`src/rtl/sar_pkg.sv`:
```
package sar_pkg;
  typedef enum logic [1:0] {
    ST_IDLE = 2'd0,
    ST_HOLD = 2'd1,
    ST_WAIT = 2'd2,
    ST_CONV = 2'd3
  } sar_state_e;
endpackage

```
`src/rtl/sar_sync.sv`:
```
module sar_sync #(
  parameter int   N       = 1,
  parameter int   STAGES  = 2,
  parameter logic RST_VAL = 1'b1
) (
  input  logic         clk,
  input  logic         rst_n,
  input  logic [N-1:0] d,
  output logic [N-1:0] q
);
  logic [STAGES-1:0][N-1:0] stg_q;

  always_ff @(posedge clk or negedge rst_n) begin
    if (!rst_n) begin
      stg_q <= {(STAGES*N){RST_VAL}};
    end else begin
      stg_q[0] <= d;
      for (int i = 1; i < STAGES; i++) begin
        stg_q[i] <= stg_q[i-1];
      end
    end
  end

  assign q = stg_q[STAGES-1];
endmodule

```
`src/rtl/sar_seq.sv`:
```
module sar_seq
  import sar_pkg::*;
#(
  parameter int WIDTH   = 8,
  parameter int PH_BITS = 3
) (
  input  logic             clk,
  input  logic             rst_n,
  input  logic             hold,
  input  logic             cmp_hi,
  output logic [WIDTH-1:0] trial_code,
  output logic             busy,
  output logic             done,
  output logic [WIDTH-1:0] done_code
);
  localparam int IDX_W = (WIDTH > 1) ? $clog2(WIDTH) : 1;
  localparam logic [PH_BITS-1:0] PH_LAST = {PH_BITS{1'b1}};
  localparam logic [IDX_W-1:0]   IDX_TOP = IDX_W'(WIDTH - 1);
  localparam logic [WIDTH-1:0]   TOP_BIT = {1'b1, {(WIDTH-1){1'b0}}};

  sar_state_e         state_q, state_d;
  logic [PH_BITS-1:0] phase_q, phase_d;
  logic [WIDTH-1:0]   sar_q, sar_d;
  logic [IDX_W-1:0]   idx_q, idx_d;
  logic [WIDTH-1:0]   decided;
  logic               last_ph;

  assign last_ph = (phase_q == PH_LAST);

  always_comb begin
    state_d  = state_q;
    sar_d    = sar_q;
    idx_d    = idx_q;
    phase_d  = phase_q + 1'b1;
    done     = 1'b0;
    decided  = sar_q;
    decided[idx_q] = cmp_hi;
    if (hold) begin
      state_d = ST_HOLD;
      sar_d   = '0;
      idx_d   = IDX_TOP;
    end else begin
      case (state_q)
        ST_HOLD: state_d = ST_WAIT;
        ST_WAIT: begin
          if (last_ph) begin
            state_d = ST_CONV;
            sar_d   = TOP_BIT;
            idx_d   = IDX_TOP;
          end
        end
        ST_CONV: begin
          if (last_ph) begin
            if (idx_q == '0) begin
              done    = 1'b1;
              state_d = ST_IDLE;
              sar_d   = '0;
            end else begin
              sar_d            = decided;
              sar_d[idx_q - 1'b1] = 1'b1;
              idx_d            = idx_q - 1'b1;
            end
          end
        end
        default: ;
      endcase
    end
  end

  always_ff @(posedge clk or negedge rst_n) begin
    if (!rst_n) begin
      state_q <= ST_IDLE;
      phase_q <= '0;
      sar_q   <= '0;
      idx_q   <= IDX_TOP;
    end else begin
      state_q <= state_d;
      phase_q <= phase_d;
      sar_q   <= sar_d;
      idx_q   <= idx_d;
    end
  end

  assign trial_code = sar_q;
  assign busy       = (state_q == ST_CONV);
  assign done_code  = decided;

  a_r3_hold_empties: assert property (@(posedge clk) disable iff (!rst_n)
    hold |=> (!busy && trial_code == '0));
  a_r4_start_on_boundary: assert property (@(posedge clk) disable iff (!rst_n)
    $rose(busy) |-> (phase_q == '0));
  a_r5_trial_steady: assert property (@(posedge clk) disable iff (!rst_n)
    (busy && !hold && !last_ph) |=> $stable(trial_code));
  a_r6_decision_kept: assert property (@(posedge clk) disable iff (!rst_n)
    (busy && !hold && last_ph && idx_q != '0) |=>
      (trial_code[$past(idx_q)] == $past(cmp_hi)));
  a_r11_busy_nonzero: assert property (@(posedge clk) disable iff (!rst_n)
    busy |-> (trial_code != '0));
endmodule

```
`src/rtl/sar_out.sv`:
```
module sar_out #(
  parameter int WIDTH = 8
) (
  input  logic             clk,
  input  logic             rst_n,
  input  logic             hold,
  input  logic             read,
  input  logic             done,
  input  logic [WIDTH-1:0] done_code,
  output logic [WIDTH-1:0] result,
  output logic             intr_n
);
  logic [WIDTH-1:0] result_q;
  logic             intr_q, intr_d;
  logic             res_en;

  assign res_en = done;

  always_comb begin
    intr_d = intr_q;
    if (hold)      intr_d = 1'b1;
    else if (done) intr_d = 1'b0;
    else if (read) intr_d = 1'b1;
  end

  always_ff @(posedge clk or negedge rst_n) begin
    if (!rst_n) begin
      result_q <= '0;
      intr_q   <= 1'b1;
    end else begin
      if (res_en) result_q <= done_code;
      intr_q <= intr_d;
    end
  end

  assign result = result_q;
  assign intr_n = intr_q;

  a_r7_done_latch: assert property (@(posedge clk) disable iff (!rst_n)
    done |=> (!intr_n && result == $past(done_code)));
  a_r8_read_clears: assert property (@(posedge clk) disable iff (!rst_n)
    (read && !done && !hold) |=> intr_n);
  a_r9_result_kept: assert property (@(posedge clk) disable iff (!rst_n)
    !done |=> $stable(result));
  a_r3_hold_intr: assert property (@(posedge clk) disable iff (!rst_n)
    hold |=> intr_n);
endmodule

```
`src/rtl/sar_ctrl.sv`:
```
module sar_ctrl #(
  parameter int WIDTH       = 8,
  parameter int SYNC_STAGES = 2,
  parameter int PH_BITS     = 3
) (
  input  logic             clk,
  input  logic             rst_n,
  input  logic             cs_n,
  input  logic             wr_n,
  input  logic             rd_n,
  input  logic             cmp_hi,
  output logic [WIDTH-1:0] trial_code,
  output logic             busy,
  output logic [WIDTH-1:0] result,
  output logic             result_oe,
  output logic             intr_n
);
  localparam int NSTROBE = 3;

  logic               rst_int_n;
  logic [NSTROBE-1:0] strobe_s;
  logic               cs_s, wr_s, rd_s;
  logic               hold, read;
  logic               done;
  logic [WIDTH-1:0]   done_code;

  sar_sync #(.N(1), .STAGES(SYNC_STAGES), .RST_VAL(1'b0)) u_rst_sync (
    .clk   (clk),
    .rst_n (rst_n),
    .d     (1'b1),
    .q     (rst_int_n)
  );

  sar_sync #(.N(NSTROBE), .STAGES(SYNC_STAGES), .RST_VAL(1'b1)) u_strobe_sync (
    .clk   (clk),
    .rst_n (rst_int_n),
    .d     ({cs_n, wr_n, rd_n}),
    .q     (strobe_s)
  );

  assign cs_s = strobe_s[2];
  assign wr_s = strobe_s[1];
  assign rd_s = strobe_s[0];
  assign hold = ~cs_s & ~wr_s;
  assign read = ~cs_s & ~rd_s;
  assign result_oe = read;

  sar_seq #(.WIDTH(WIDTH), .PH_BITS(PH_BITS)) u_seq (
    .clk        (clk),
    .rst_n      (rst_int_n),
    .hold       (hold),
    .cmp_hi     (cmp_hi),
    .trial_code (trial_code),
    .busy       (busy),
    .done       (done),
    .done_code  (done_code)
  );

  sar_out #(.WIDTH(WIDTH)) u_out (
    .clk       (clk),
    .rst_n     (rst_int_n),
    .hold      (hold),
    .read      (read),
    .done      (done),
    .done_code (done_code),
    .result    (result),
    .intr_n    (intr_n)
  );

  a_r2_oe_needs_select: assert property (@(posedge clk) disable iff (!rst_int_n)
    result_oe |-> (!cs_s && !rd_s));
endmodule

```
`config.mk`:
```
export PLATFORM = sky130hd
export DESIGN_NAME = sar_ctrl
export DESIGN_NICKNAME = d
export VERILOG_FILES = /design/src/rtl/sar_pkg.sv /design/src/rtl/sar_sync.sv /design/src/rtl/sar_seq.sv /design/src/rtl/sar_out.sv /design/src/rtl/sar_ctrl.sv
export SDC_FILE = /design/constraint.sdc
export NUM_CORES = 1
export LEC_CHECK = 0
export CORE_MARGIN = 3
export CORE_UTILIZATION = 52
export DETAILED_ROUTE_END_ITERATION = 6
export GPL_TIMING_DRIVEN = 0
export PLACE_DENSITY = 0.85
export SLEW_MARGIN = 5
export SYNTH_ARGS = -nofsm -noshare
export SYNTH_HDL_FRONTEND = slang
export SYNTH_SLANG_ARGS = --single-unit
export TNS_END_PERCENT = 20
```
`constraint.sdc`:
```
create_clock -name clk -period 1.1 [get_ports clk]
set_input_delay 0.275 -clock clk [delete_from_list [all_inputs] [get_ports clk]]
set_output_delay 0.275 -clock clk [all_outputs]
set_load 0.02 [all_outputs]
```
* Yosys cells after proc, flatten, opt, wreduce, memory -nomap -nowiden
Index checks and enable logic that the tools add are counted.
** Storage, ports and cells
- Bits in registers :: 33
- Bits in latches :: 0
- Memory bits (writable) :: 0
- Bits in read-only memories :: 0
- Input port bits :: 6
- Logic and storage cells :: 66
- Memories :: 0
** Cells by class
- $add $sub $neg :: 2
- $mul :: 0
- Divide/modulo/power cells :: 0
- $lt $le $gt $ge :: 4
- Equality and inequality tests :: 8
- Shifts and indexed selects :: 0
- Multiplexer cells :: 27
- Bitwise logic cells :: 6
- Reduce and logical (&&, ||, !) cells :: 9
** Operators by type and width (count)
- $mux W8 :: 4
- $pmux W8 S2 :: 1
- $mux W3 :: 4
- $mux W1 :: 9
- $bwmux W8 :: 1
- $lt A3 B4 Y1 const B :: 2
- $mux W2 :: 4
- $or A8 B8 Y8 :: 1
- $reduce_and A4 Y1 :: 2
- $demux W1 S3 :: 2
- $ge A3 B1 Y1 const B :: 2
- $ne A3 B1 Y1 const B :: 2
- $pmux W2 S3 :: 1
- $pmux W3 S2 :: 1
- $reduce_bool A3 Y1 :: 2
- $eq A2 B2 Y1 const B :: 2
- $reduce_bool A4 Y1 :: 1
- $add A3 B1 Y3 const B :: 1
- $eq A3 B3 Y1 const B :: 1
- $logic_not A3 Y1 :: 1
- $ne A3 B2 Y1 const B :: 1
- $ne A3 B3 Y1 const B :: 1
- $not A1 Y1 :: 3
- $reduce_and A3 Y1 :: 1
- 4 further kinds :: 6

* Longest topological paths before layout
Gate-level depths: netlist (run 1).
- Depth in word-level cells :: 10
- Mapped depth :: 8

* By module
A second synthesis (run 1) with hierarchy kept.
** Unflattened totals
- Cells, all modules :: 138
- Area total of the unflattened synthesis :: 1640.3 sq um
** By module, submodules not included
- sar_seq :: instances 1, cells an instance 104, area an instance 1029.7 sq um
- sar_out :: instances 1, cells an instance 20, area an instance 369.1 sq um
- sar_sync (u_strobe_sync) :: instances 1, cells an instance 9, area an instance 180.2 sq um
- sar_sync (u_rst_sync) :: instances 1, cells an instance 2, area an instance 50.0 sq um
- sar_ctrl :: instances 1, cells an instance 3, area an instance 11.3 sq um

* Least setup slack after synthesis (run 1)
Ideal clock, no wire load.
- Path kind :: register to register
- Start point :: register u_seq.idx_q[0]
- End point :: register u_seq.idx_q[0]
- Arrival :: 2.002 ns
- Setup slack :: -0.984 ns
- Cell stages (with the launch flop) :: 9
- Period minus slack after synthesis :: 2.084 ns
- Path through :: dfstp_2 > buf_2 > buf_2 > inv_1 > ha_1 > nor2b_1 > or3_1 > clkbuf_1 > mux2_2
** Between the ends
- Word-level cells in the longest chain between the ends :: 5
- Elaborated cells on any way between the ends :: 8
- Classes of those cells :: add/sub (1); eq/ne (1); mux (4); reduce/logical (2)
** Ends and longest elaborated chain
- start, declared :: RTL line sar_seq.sv:24 : logic [IDX_W-1:0] idx_q, idx_d;
- start signal, assigned :: RTL line sar_seq.sv:80 : idx_q <= idx_d;
- $sub A3 B1 Y3 :: RTL line sar_seq.sv:61 : idx_d = idx_q - 1'b1;
- $mux W3 :: RTL line sar_seq.sv:54 : if (idx_q == '0) begin
- $mux W3 :: RTL line sar_seq.sv:53 : if (last_ph) begin
- $pmux W3 S2 :: RTL line sar_seq.sv:43 : case (state_q)
- $mux W3 :: RTL line sar_seq.sv:38 : if (hold) begin
Parallel ways exist; a longest one is shown, timed or not. The select of a mux whose other input is x is not followed.
A chain may end at the register's enable or synchronous reset.

* Worst setup path in the final report (run 1)
Same ends and word-level chain as after synthesis.

==> results of run 1 <==
power groups by stage:
stage	registers [mW]	logic (mW)	clock network, mW
detailed placement	1.34	0.304	0
global placement	1.34	0.299	0
CTS	1.32	0.360	0.938
floorplan	1.34	0.186	0
global route	1.33	0.455	0.993
finish	1.33	0.431	0.933
worst paths after layout:
kind / start / end / slack [ps] / cells after the start
setup / recovery: u_seq.idx_q[0]$_DFFE_PN1P_ / u_seq.idx_q[0]$_DFFE_PN1P_ / -780 / 8
hold reg to reg: u_rst_sync.q$_DFF_PN0_ / u_seq.state_q[1]$_DFFE_PN0P_ / 290 / 0
hold / removal: rst_n / u_rst_sync.stg_q[0]$_DFF_PN0_ / 80 / 1
max in group asynchronous: u_rst_sync.q$_DFF_PN0_ / u_seq.trial_code[5]$_DFFE_PN0P_ / 350 / 0
setup reg to reg: u_seq.idx_q[0]$_DFFE_PN1P_ / u_seq.idx_q[0]$_DFFE_PN1P_ / -780 / 8
min in group clk: cs_n / u_strobe_sync.stg_q[2]$_DFF_PN1_ / 320 / 1
final cells by class:
class,count,area (um2),area share
multi-input combinational,93,957,0.393
sequential,33,845,0.347
timing repair buffer,47,400,0.164
buffer,8,86.3,0.0354
clock inverter,3,46.3,0.0190
tap,31,38.8,0.0159
clock buffer,5,37.5,0.0154
inverter,6,25.0,0.0103
sequential cells by signal, summed over array words and instances, names as in the netlist:
signal,cells
u_out.result,8
u_seq.trial_code,8
u_rst_sync.q,1
u_seq.state_q,2
u_seq.phase_q,3
u_strobe_sync.stg_q,3
u_out.intr_n,1
u_rst_sync.stg_q,1
u_strobe_sync.q,3
u_seq.idx_q,3
synthesized netlist by cell type (2+ instances only):
master / count / share of area
nand2_1: 9 / 0.021
clkbuf_1: 3 / 0.0071
a2111oi_0: 6 / 0.033
a21oi_1: 2 / 0.0063
mux2i_1: 2 / 0.013
ha_1: 4 / 0.032
and2_1: 2 / 0.0079
o21ba_2: 4 / 0.025
nor2_1: 5 / 0.012
o21ai_0: 13 / 0.041
a21o_1: 2 / 0.0095
nand3b_1: 4 / 0.019
or3b_1: 3 / 0.017
nor4bb_1: 3 / 0.019
buf_2: 5 / 0.016
dfrtp_1: 23 / 0.36
mux2_2: 2 / 0.014
nand3_1: 2 / 0.0063
nor2b_1: 3 / 0.012
a221oi_1: 7 / 0.039
o21ba_1: 2 / 0.013
inv_1: 6 / 0.014
dfstp_2: 10 / 0.17
and4b_1: 3 / 0.019
logic make-up after synthesis:
group | after synthesis | synth area share
compound gates | 43 | 0.202
xor+xnor | 2 | 0.0111
simple gates | 39 | 0.152
mux | 4 | 0.0269
flops | 33 | 0.530
other cells | 1 | 0.00237
buf+inv | 15 | 0.0443
fa+ha+maj | 4 | 0.0316
timing repair:
action,4_1_cts,5_1_grt
setup buffers,20,2
endpoints found under the setup margin,62,41
gates resized for setup,138,36
hold buffers,0,0
cloned,1,0
pin swaps,12,3
metrics by stage:
step / cells / total power [mW]
floorplan: 141 / 1.53
global placement: 196 / 1.63
detailed placement: 196 / 1.64
CTS: 224 / 2.62
global route: 226 / 2.78
finish: 226 / 2.69
routing by layer:
layer  global-route usage  share of wire  vias to the layer above
met5                    0              0                        -
met4                0.142          0.040                        0
met3               0.0671          0.051                       21
met2                0.474           0.52                       70
met1                0.307           0.38                      716
li1                     -              -                      629
==> PnR_summary.wiki, run 1 <==
{| class="wikitable"
! Metric !! Value
|-
| Setup Skew || 9.24 ps
|-
| Part of the power in the clock network || 0.347
|-
| Total net switching power || 0.744 mW
|-
| RSZ-0062 raised after global routing || yes
|-
| Combinational share of power || 0.160
|-
| Setup total negative slack || -16,190 ps
|-
| Hold Violations, Final || 0
|-
| Dominant delay contributor by cell family on the critical path || flip-flops
|-
| Average cell area after synthesis || 11.2 um2
|-
| Layout cells sized above 1 || 0.610
|-
| Vias post-DR || 1,436
|-
| CP required || 1380 ps
|-
| Register bit count reported by yosys || 33
|-
| Yosys warning total || 0
|-
| Initial Utilization || 0.559
|-
| First-pass iteration count of the detailed router || 4
|-
| Total of fill cells in the finished design || 135
|-
| Number of I/O port buffers || 24
|-
| Core utilization of the finished layout || 0.861
|-
| Horizontal extent of the die || 61.2 um
|-
| Synthesized net count || 151
|-
| Classification of the worst setup path || flop to flop
|-
| Register area share after synthesis || 0.530
|-
| H-Tree Depth || 2
|-
| Post-synthesis cell count || 141
|-
| CTS tree || done
|-
| Outcome || complete, but fails checks
|-
| Kind of launch point of the worst setup path || flop
|-
| Critical Path AT || 2160 ps
|-
| Total standard cell area after synthesis || 0.00158 mm2
|-
| Max VDD drop || 1030 uV
|-
| Top fanout value on the critical path || 5
|-
| Post-synth cell types || 40
|-
| # rows || 19
|-
| DR WL/cell || 20.9 um
|-
| Maximum number of buffers from clock root to sink || 2
|-
| Number of buffers and inverters on the critical path || 4
|-
| Commonest cells after routing, fill and taps aside || buf_6, dfrtp_1, buf_4
|-
| Boundary pin count || 25
|-
| Half-perimeter wire length after detailed placement || 2.35 mm
|-
| Num CTS Buffers || 5
|-
| Max-slew violation total from the final report || 0
|-
| Period utilization || 1.71
|-
| Int Pwr || 1.95 mW
|-
| CP dominant cell by count || buf_6
|-
| Maximum cell stage delay along the critical path || 560 ps
|-
| Total cell area at the placement stage || 0.00191 mm2
|-
| Pin count of the biggest net entering global routing || 32
|-
| Leading cell type in the layout, fill and taps excluded || buf_6
|-
| Power per standard cell area || 1100 mW/mm2
|-
| Cell at the slowest stage of the critical path || dfstp_2
|-
| Antenna diode count || 0
|-
| Die height || 61.2 um
|-
| Via/cell ratio || 6.35
|-
| Detailed Route WL || 4.73 mm
|-
| Clock period minus worst slack || 1880 ps
|-
| Static leakage || 1.04 nW
|-
| Antenna-violating nets left || 0
|-
| Fmax || 0.533 GHz
|-
| Cells along the critical path || buf_6 > buf_6 > inv_4 > ha_4 > nor2b_4 > or3_4 > buf_8 > mux2_4
|-
| Worst Setup Slack, final || -777 ps
|-
| Setup slack at placement || -1050 ps
|-
| Setup Viol. Count Final || 41
|-
| GRT Total Usage || 0.273
|-
| Switching portion of total power || 0.276
|-
| Clock network latency to the later pin of the worst-skew pair || 350 ps
|-
| Residual DRC count || 0
|-
| Reported max-cap violation count || 0
|-
| Cell area after layout || 0.00244 mm2
|-
| Initial antenna violation count || 0
|-
| Global route overflow || 0
|-
| Portion of total power attributed to sequential cells || 0.493
|-
| Clock-pin slew on the worst setup and hold paths || 110 ps
|-
| Root Buffer || clkbuf_4
|-
| Area enclosed by the die boundary || 0.00374 mm2
|-
| Core footprint || 0.00283 mm2
|-
| Global-route wire length before repair || 7.32 mm
|-
| Worst hold-check slack || 81.6 ps
|-
| Global placer's final weighted congestion || 0.851
|-
| Tightest slew margin relative to the limit || 0.572
|-
| Violated checks || negative setup slack
|-
| Share of synthesized registers carrying an async set or reset || 1.00
|-
| Hold crit path type || primary input to asynchronous set/reset pin
|-
| Number of global-route vias before repair || 1,530
|-
| Post-synth top flop || dfrtp_1
|-
| Tightest Pin Transition || 642 ps
|-
| Final layout net count || 204
|-
| Clock Sink Count || 33
|-
| Synthesis-to-finish area growth || 54.0%
|-
| Number of enable-type register cells in the synthesized netlist || 0
|-
| Detailed Route Iter0 Violations || 65
|-
| Setup crit end kind || flop
|}
Power figures use the tool's default switching activity.
==> run 2, diff against run 1 <==
--- a/config.mk
+++ b/config.mk
@@ -5,12 +5,12 @@
 export SDC_FILE = /design/constraint.sdc
 export NUM_CORES = 1
 export LEC_CHECK = 0
+export ABC_AREA = 1
 export CORE_MARGIN = 3
 export CORE_UTILIZATION = 52
 export DETAILED_ROUTE_END_ITERATION = 6
 export GPL_TIMING_DRIVEN = 0
 export PLACE_DENSITY = 0.85
-export SLEW_MARGIN = 5
 export SYNTH_ARGS = -nofsm -noshare
 export SYNTH_HDL_FRONTEND = slang
 export SYNTH_SLANG_ARGS = --single-unit
==> run 2 against run 1 <==
  * The run still ends with negative setup slack left
  * Cell area fell by 7.0%
  * Combinational power grew to 3.6 times the previous value
  * Critical path type unchanged
  * Hold slack worse by 1.6 ps
  * Register-to-register slack better by 350 ps
==> PnR_summary.wiki, run 2 <==
{| class="wikitable"
! Metric !! Value
|-
| Number of I/O port buffers || 24 (unchanged)
|-
| CP required || 1340 ps (was 1380 ps)
|-
| Violated checks || negative setup slack (unchanged)
|-
| Period utilization || 1.38 (was 1.71)
|-
| Initial Utilization || 0.555 (was 0.559)
|-
| Commonest cells after routing, fill and taps aside || nand2_1, buf_4, dfrtp_1 (was buf_6, dfrtp_1, buf_4)
|-
| Hold Violations, Final || 0 (unchanged)
|-
| DR WL/cell || 16.0 um (was 20.9 um)
|-
| Initial antenna violation count || 0 (unchanged)
|-
| Number of enable-type register cells in the synthesized netlist || 0 (unchanged)
|-
| Global-route wire length before repair || 6.52 mm (was 7.32 mm)
|-
| Switching portion of total power || 0.403 (was 0.276)
|-
| Critical Path AT || 1760 ps (was 2160 ps)
|-
| Detailed Route WL || 4.21 mm (was 4.73 mm)
|-
| Half-perimeter wire length after detailed placement || 2.33 mm (was 2.35 mm)
|-
| Max VDD drop || 1530 uV (was 1030 uV)
|-
| Maximum number of buffers from clock root to sink || 2 (unchanged)
|-
| Total cell area at the placement stage || 0.00188 mm2 (was 0.00191 mm2)
|-
| Main area contributors after synthesis || dfrtp_1, dfstp_2, nand2_1 (was dfrtp_1, dfstp_2, o21ai_0)
|-
| Power per standard cell area || 1640 mW/mm2 (was 1100 mW/mm2)
|-
| Hold crit path type || primary input to asynchronous set/reset pin (unchanged)
|-
| Residual DRC count || 0 (unchanged)
|-
| Boundary pin count || 25 (unchanged)
|-
| Clock Sink Count || 33 (unchanged)
|-
| Cell taking the most area after synthesis || dfrtp_1 (unchanged)
|-
| Top fanout value on the critical path || 6 (was 5)
|-
| Setup Skew || 8.63 ps (was 9.24 ps)
|-
| Total of fill cells in the finished design || 149 (was 135)
|-
| Setup crit end kind || flop (unchanged)
|-
| Register bit count reported by yosys || 33 (unchanged)
|-
| Synthesis-to-finish area growth || 46.9% (was 54.0%)
|-
| Post-synthesis cell count || 175 (was 141)
|-
| Via/cell ratio || 5.69 (was 6.35)
|-
| Int Pwr || 2.22 mW (was 1.95 mW)
|-
| Proportion of netlist area held by the largest area contributor || 0.373 (was 0.364)
|-
| Die height || 60.5 um (was 61.2 um)
|-
| # hold bufs at CTS || 0 (unchanged)
|-
| Yosys warning total || 0 (unchanged)
|-
| Terminus of the critical flop-to-flop path || u_out.result[1]$_DFFE_PN0P_ (was u_seq.idx_q[0]$_DFFE_PN1P_)
|-
| Num CTS Buffers || 5 (unchanged)
|-
| Post-synth cell types || 22 (was 40)
|-
| Kind of launch point of the worst setup path || flop (unchanged)
|-
| Static leakage || 1.08 nW (was 1.04 nW)
|-
| Detailed Route Iter0 Violations || 84 (was 65)
|-
| First-pass iteration count of the detailed router || 4 (unchanged)
|-
| Max-slew violation total from the final report || 0 (unchanged)
|-
| Part of the power in the clock network || 0.184 (was 0.347)
|-
| Cell types with the highest counts after synthesis || nand2_1, dfrtp_1, inv_1, nor2_1, nand3_1 (was dfrtp_1, o21ai_0, dfstp_2, nand2_1, a221oi_1)
|-
| Clock-pin slew on the worst setup and hold paths || 100 ps (was 110 ps)
|-
| Synthesized net count || 185 (was 151)
|-
| Global placer's final weighted congestion || 0.975 (was 0.851)
|-
| Global route overflow || 0 (unchanged)
|-
| Setup Viol. Count Final || 41 (unchanged)
|-
| # rows || 19 (unchanged)
|-
| Total standard cell area after synthesis || 0.00154 mm2 (was 0.00158 mm2)
|-
| Internal reg-to-reg setup slack || -420 ps (was -780 ps)
|-
| Layout cells sized above 1 || 0.478 (was 0.610)
|-
| GRT Total Usage || 0.249 (was 0.273)
|-
| Share of synthesized registers carrying an async set or reset || 1.00 (unchanged)
|-
| Tightest slew margin relative to the limit || 0.559 (was 0.572)
|-
| Total net switching power || 1.50 mW (was 0.744 mW)
|-
| Leading cell type in the layout, fill and taps excluded || nand2_1 (was buf_6)
|-
| Reported max-cap violation count || 0 (unchanged)
|-
| Worst Setup Slack, final || -422 ps (was -777 ps)
|-
| Area enclosed by the die boundary || 0.00366 mm2 (was 0.00374 mm2)
|-
| Fmax || 0.657 GHz (was 0.533 GHz)
|-
| Vias post-DR || 1,497 (was 1,436)
|-
| RSZ-0062 raised after global routing || yes (unchanged)
|-
| Clock network latency to the later pin of the worst-skew pair || 350 ps (about the same)
|-
| Sequential cell area in the final layout || 840 um2 (was 845 um2)
|-
| Clock period minus worst slack || 1520 ps (was 1880 ps)
|-
| Number of global-route vias before repair || 1,450 (was 1,530)
|-
| Startpoint of the most critical register-to-register path || u_seq.idx_q[1]$_DFFE_PN1P_ (was u_seq.idx_q[0]$_DFFE_PN1P_)
|-
| Register area share after synthesis || 0.543 (was 0.530)
|-
| Top-count cell post-synth || nand2_1 (was dfrtp_1)
|-
| CTS tree || done (unchanged)
|-
| Antenna-violating nets left || 0 (unchanged)
|-
| Average cell area after synthesis || 8.82 um2 (was 11.2 um2)
|-
| Combined area of the multi-input logic cells || 766 um2 (was 957 um2)
|-
| Horizontal extent of the die || 60.5 um (was 61.2 um)
|-
| Core footprint || 0.00278 mm2 (was 0.00283 mm2)
|-
| Worst r2r path cells || 9 (was 8)
|-
| Worst hold-check slack || 79.9 ps (was 81.6 ps)
|-
| Post-synth top flop || dfrtp_1 (unchanged)
|-
| Root Buffer || clkbuf_4 (unchanged)
|-
| Outcome || complete, but fails checks (unchanged)
|-
| Tightest Pin Transition || 661 ps (was 642 ps)
|-
| Pin count of the biggest net entering global routing || 32 (unchanged)
|-
| Classification of the worst setup path || flop to flop (unchanged)
|-
| Antenna diode count || 0 (unchanged)
|-
| Combinational share of power || 0.416 (was 0.160)
|-
| H-Tree Depth || 2 (unchanged)
|-
| Cell area after layout || 0.00227 mm2 (was 0.00244 mm2)
|-
| Portion of total power attributed to sequential cells || 0.400 (was 0.493)
|-
| Setup total negative slack || -9570 ps (was -16,190 ps)
|-
| Final layout net count || 241 (was 204)
|}
run 2: power by group through the flow:
stage	Clock, mW	Sequential [mW]	Combinational (mW)
global placement	0	1.50	1.08
detailed placement	0	1.51	1.10
CTS	0.705	1.48	1.40
global route	0.763	1.50	1.65
finish	0.682	1.48	1.54
floorplan	0	1.53	0.771
run 2: kinds of logic (layout without fill, tap and decap cells):
| group | count (synthesis) | count (layout) | share of synthesized area |
|---|---|---|---|
| simple gates | 87 | 88 | 0.266 |
| flops | 33 | 33 | 0.543 |
| compound gates | 27 | 27 | 0.0900 |
| buf+inv | 23 | 79 | 0.0657 |
| fa+ha+maj | 4 | 4 | 0.0324 |
| other cells | 1 | 1 | 0.00243 |
run 2: per-stage QoR:
| step | power, mW | setup slack (ps) | cells | util |
|---|---|---|---|---|
| 6_report | 3.71 | -422 | 263 | 0.815 |
| 5_1_grt | 3.91 | -460 | 263 | 0.815 |
| 4_1_cts | 3.59 | -382 | 264 | 0.804 |
| 3_5_place_dp | 2.62 | -484 | 230 | 0.677 |
| 3_3_place_gp | 2.58 | -428 | 230 | 0.677 |
| 2_1_floorplan | 2.30 | -306 | 175 | - |
run 2: worst max-delay path by stage:
| stage | end | start | slack [ps] |
|---|---|---|---|
| after floorplan | u_out.result[3]$_DFFE_PN0P_ | u_seq.idx_q[1]$_DFFE_PN1P_ | -310 |
| after global placement | u_seq.state_q[0]$_DFFE_PN0P_ | u_seq.phase_q[0]$_DFF_PN0_ | -430 |
| final | u_out.result[1]$_DFFE_PN0P_ | u_seq.idx_q[1]$_DFFE_PN1P_ | -420 |
| after global routing | u_out.result[0]$_DFFE_PN0P_ | u_seq.idx_q[1]$_DFFE_PN1P_ | -460 |
| after CTS | u_out.result[0]$_DFFE_PN0P_ | u_seq.idx_q[1]$_DFFE_PN1P_ | -380 |
| after detailed placement | u_seq.state_q[0]$_DFFE_PN0P_ | u_seq.phase_q[0]$_DFF_PN0_ | -480 |
run 2: layout make-up:
| type | instances | area share |
|---|---|---|
| well taps | 31 | 0.0171 |
| clock buffers | 5 | 0.0166 |
| flip-flops and latches | 33 | 0.371 |
| repair buffers | 49 | 0.195 |
| multi-input cells | 120 | 0.338 |
| plain buffers | 3 | 0.0138 |
| inverters | 19 | 0.0392 |
| clock inverters | 3 | 0.00994 |
run 2: what timing repair did:
item / in CTS / in global routing
resized for setup: 134 / 17
buffers inserted: 24 / 0
setup endpoints to repair: 62 / 72
pin swaps: 13 / 6
cloned: 2 / 0
run 2: worst max-delay path, stage by stage, from the launching register on:
cell,delay [ps]
dfstp_2,620
inv_6,60
ha_4,170
nand2_4,80
inv_4,50
nand2_4,90
nor2_8,60
buf_6,140
nor2_2,100
a21oi_1,60
run 2: per-layer routing:
metal	vias to the layer above	global-route usage	part of all wire	wire length (um)
met5	-	0	0	0
met3	20	0.0638	0.077	323
met1	697	0.276	0.37	1550
met4	0	0.139	0.042	176
met2	96	0.434	0.51	2160
li1	684	-	-	-
==> run 3, diff against run 2 <==
--- a/config.mk
+++ b/config.mk
@@ -10,7 +10,7 @@
 export CORE_UTILIZATION = 52
 export DETAILED_ROUTE_END_ITERATION = 6
 export GPL_TIMING_DRIVEN = 0
-export PLACE_DENSITY = 0.85
+export PLACE_DENSITY = 0.78
 export SYNTH_ARGS = -nofsm -noshare
 export SYNTH_HDL_FRONTEND = slang
 export SYNTH_SLANG_ARGS = --single-unit
==> run 3 against run 2 <==
  * The run still ends with negative setup slack left
  * Critical path depth is 1 higher
  * Clock-buffer cell count did not move
  * Global-route usage decreased by 0.71 points
  * Combinational power shrank 9%
  * Cell count shrank 2.7%
  * Core utilization fell by 4.0 points
  * First-iteration DRC count down 18%
  * Clock skew rose by 7.3 ps
  * Flip-flop and latch count stayed put
  * Clock power decreased by 0.7%
  * Critical endpoint is now u_out.result[3]$_DFFE_PN0P_
  * Highest routed layer unchanged
==> PnR_summary.wiki, run 3 (synthesized netlist as in run 2, its figures left out) <==
{| class="wikitable"
! Metric !! Value
|-
| Worst Setup Slack, final || -395 ps (was -422 ps)
|-
| Most congested layer reported by global routing || met2 (unchanged)
|-
| Initial Utilization || 0.555 (unchanged)
|-
| Maximum cell stage delay along the critical path || 550 ps (was 620 ps)
|-
| Top fanout value on the critical path || 9 (was 6)
|-
| Max-slew violation total from the final report || 0 (unchanged)
|-
| First-pass iteration count of the detailed router || 4 (unchanged)
|-
| Clock Sink Count || 33 (unchanged)
|-
| GRT Total Usage || 0.242 (was 0.249)
|-
| Leading cell type in the layout, fill and taps excluded || nand2_1 (unchanged)
|-
| Tightest Pin Transition || 656 ps (was 661 ps)
|-
| Hold Violations, Final || 0 (unchanged)
|-
| Global route overflow || 0 (unchanged)
|-
| Boundary pin count || 25 (unchanged)
|-
| Number of I/O port buffers || 24 (unchanged)
|-
| Period utilization || 1.36 (was 1.38)
|-
| Total cell area at the placement stage || 0.00188 mm2 (unchanged)
|-
| Fmax || 0.669 GHz (was 0.657 GHz)
|-
| Via/cell ratio || 5.41 (was 5.69)
|-
| Int Pwr || 2.13 mW (was 2.22 mW)
|-
| Half-perimeter wire length after detailed placement || 2.35 mm (was 2.33 mm)
|-
| # hold bufs at CTS || 0 (unchanged)
|-
| Antenna diode count || 0 (unchanged)
|-
| Core footprint || 0.00278 mm2 (unchanged)
|-
| Residual DRC count || 0 (unchanged)
|-
| Outcome || complete, but fails checks (unchanged)
|-
| Die height || 60.5 um (unchanged)
|-
| DR WL/cell || 15.2 um (was 16.0 um)
|-
| Combinational share of power || 0.392 (was 0.416)
|-
| Area enclosed by the die boundary || 0.00366 mm2 (unchanged)
|-
| Critical Path AT || 1720 ps (was 1760 ps)
|-
| Hold crit path type || primary input to asynchronous set/reset pin (unchanged)
|-
| Clock-pin slew on the worst setup and hold paths || 120 ps (was 100 ps)
|-
| Setup total negative slack || -9490 ps (was -9570 ps)
|-
| CP dominant cell by count || nand2_4 (unchanged)
|-
| Vias post-DR || 1,385 (was 1,497)
|-
| H-Tree Depth || 2 (unchanged)
|-
| RSZ-0062 raised after global routing || yes (unchanged)
|-
| Global-route wire length before repair || 6.36 mm (was 6.52 mm)
|-
| Root Buffer || clkbuf_4 (unchanged)
|-
| CP required || 1330 ps (was 1340 ps)
|-
| Clock network latency to the later pin of the worst-skew pair || 350 ps (about the same)
|-
| Tightest slew margin relative to the limit || 0.562 (was 0.559)
|-
| Layout cells sized above 1 || 0.440 (was 0.478)
|-
| Setup crit end kind || flop (unchanged)
|-
| Pin count of the biggest net entering global routing || 32 (unchanged)
|-
| M3 GR Usage || 0.0872 (was 0.0638)
|-
| Clock period minus worst slack || 1490 ps (was 1520 ps)
|-
| Detailed Route Iter0 Violations || 69 (was 84)
|-
| Reported max-cap violation count || 0 (unchanged)
|-
| Static leakage || 1.05 nW (was 1.08 nW)
|-
| Initial antenna violation count || 0 (unchanged)
|-
| Core utilization of the finished layout || 0.775 (was 0.815)
|-
| Placed insts || 230 (unchanged)
|-
| Number of global-route vias before repair || 1,344 (was 1,450)
|-
| Met1 usage || 0.300 (was 0.276)
|-
| Synthesis-to-finish area growth || 39.7% (was 46.9%)
|-
| Cell at the slowest stage of the critical path || dfstp_2 (unchanged)
|-
| Max VDD drop || 1480 uV (was 1530 uV)
|-
| Commonest cells after routing, fill and taps aside || nand2_1, dfrtp_1, buf_4 (was nand2_1, buf_4, dfrtp_1)
|-
| Met2 Resource Use GR || 0.389 (was 0.434)
|-
| Kind of launch point of the worst setup path || flop (unchanged)
|-
| Final cell count without fillers || 256 (was 263)
|-
| Maximum number of buffers from clock root to sink || 2 (unchanged)
|-
| Violated checks || negative setup slack (unchanged)
|-
| Global placer's final weighted congestion || 0.853 (was 0.975)
|-
| Setup Viol. Count Final || 41 (unchanged)
|-
| Number of buffers and inverters on the critical path || 4 (was 3)
|-
| Final layout net count || 234 (was 241)
|-
| Antenna-violating nets left || 0 (unchanged)
|-
| Dominant delay contributor by cell family on the critical path || flip-flops (unchanged)
|-
| Total net switching power || 1.44 mW (was 1.50 mW)
|-
| Cell area after layout || 0.00215 mm2 (was 0.00227 mm2)
|-
| Detailed Route WL || 3.89 mm (was 4.21 mm)
|-
| Classification of the worst setup path || flop to flop (unchanged)
|-
| Power per standard cell area || 1660 mW/mm2 (was 1640 mW/mm2)
|-
| Horizontal extent of the die || 60.5 um (unchanged)
|-
| Cells along the critical path || buf_6 > inv_6 > ha_4 > nand2_4 > inv_2 > nand2_4 > nor2_8 > buf_8 > nor2_4 > a21oi_2 (was inv_6 > ha_4 > nand2_4 > inv_4 > nand2_4 > nor2_8 > buf_6 > nor2_2 > a21oi_1)
|-
| Setup Skew || 15.9 ps (was 8.63 ps)
|-
| Part of the power in the clock network || 0.190 (was 0.184)
|-
| Num CTS Buffers || 5 (unchanged)
|-
| # rows || 19 (unchanged)
|-
| Switching portion of total power || 0.404 (was 0.403)
|-
| Tot Pwr || 3.57 mW (was 3.71 mW)
|-
| Portion of total power attributed to sequential cells || 0.418 (was 0.400)
|-
| CTS tree || done (unchanged)
|}
==> run 3: final timing paths <==
check	start	endpoint	slack [ps]	cells after the start
worst max-delay path	u_seq.idx_q[1]$_DFFE_PN1P_	u_out.result[3]$_DFFE_PN0P_	-390	10
worst min-delay path	rst_n	u_rst_sync.q$_DFF_PN0_	90	1
worst max register to register	u_seq.idx_q[1]$_DFFE_PN1P_	u_out.result[3]$_DFFE_PN0P_	-390	10
worst min register to register	u_rst_sync.q$_DFF_PN0_	u_seq.trial_code[0]$_DFFE_PN0P_	290	0
max in group asynchronous	u_rst_sync.q$_DFF_PN0_	u_seq.trial_code[7]$_DFFE_PN0P_	370	0
min in group clk	wr_n	u_strobe_sync.stg_q[1]$_DFF_PN1_	330	1
==> run 3: area by class of cell <==
type | instances | area, um2
buffer | 4 | 38.8
clock inverter | 3 | 17.5
clock buffer | 5 | 37.5
multi-input combinational | 120 | 732
inverter | 19 | 86.3
tap | 31 | 38.8
fill | 190 | 627
sequential | 33 | 840
timing repair buffer | 41 | 364
==> run 3: through the flow <==
stage	setup WS [ps]	hold slack, ps
floorplan	-306	-20.6
global placement	-446	337
detailed placement	-480	336
CTS	-371	81.9
global route	-473	65.2
finish	-395	88.2
==> run 3: layer usage <==
metal  up-vias  part of all wire
met3         7             0.056
met2        50              0.50
li1        656                 -
met4         0             0.016
met5         -                 0
met1       672              0.43
==> run 3: timing repair <==
item | 4_1_cts | 5_1_grt
cloned | 2 | 0
buffers inserted | 16 | 0
pin swaps | 8 | 5
hold endpoints to repair | 0 | 0
setup endpoints to repair | 69 | 41
resized for setup | 126 | 8
==> run 3: power groups by stage <==
stage | clock [mW] | sequential (mW) | combinational [mW]
after floorplan | 0 | 1.53 | 0.771
final | 0.677 | 1.49 | 1.40
after CTS | 0.688 | 1.49 | 1.31
after global routing | 0.736 | 1.51 | 1.55
after global placement | 0 | 1.51 | 1.10
after detailed placement | 0 | 1.52 | 1.11
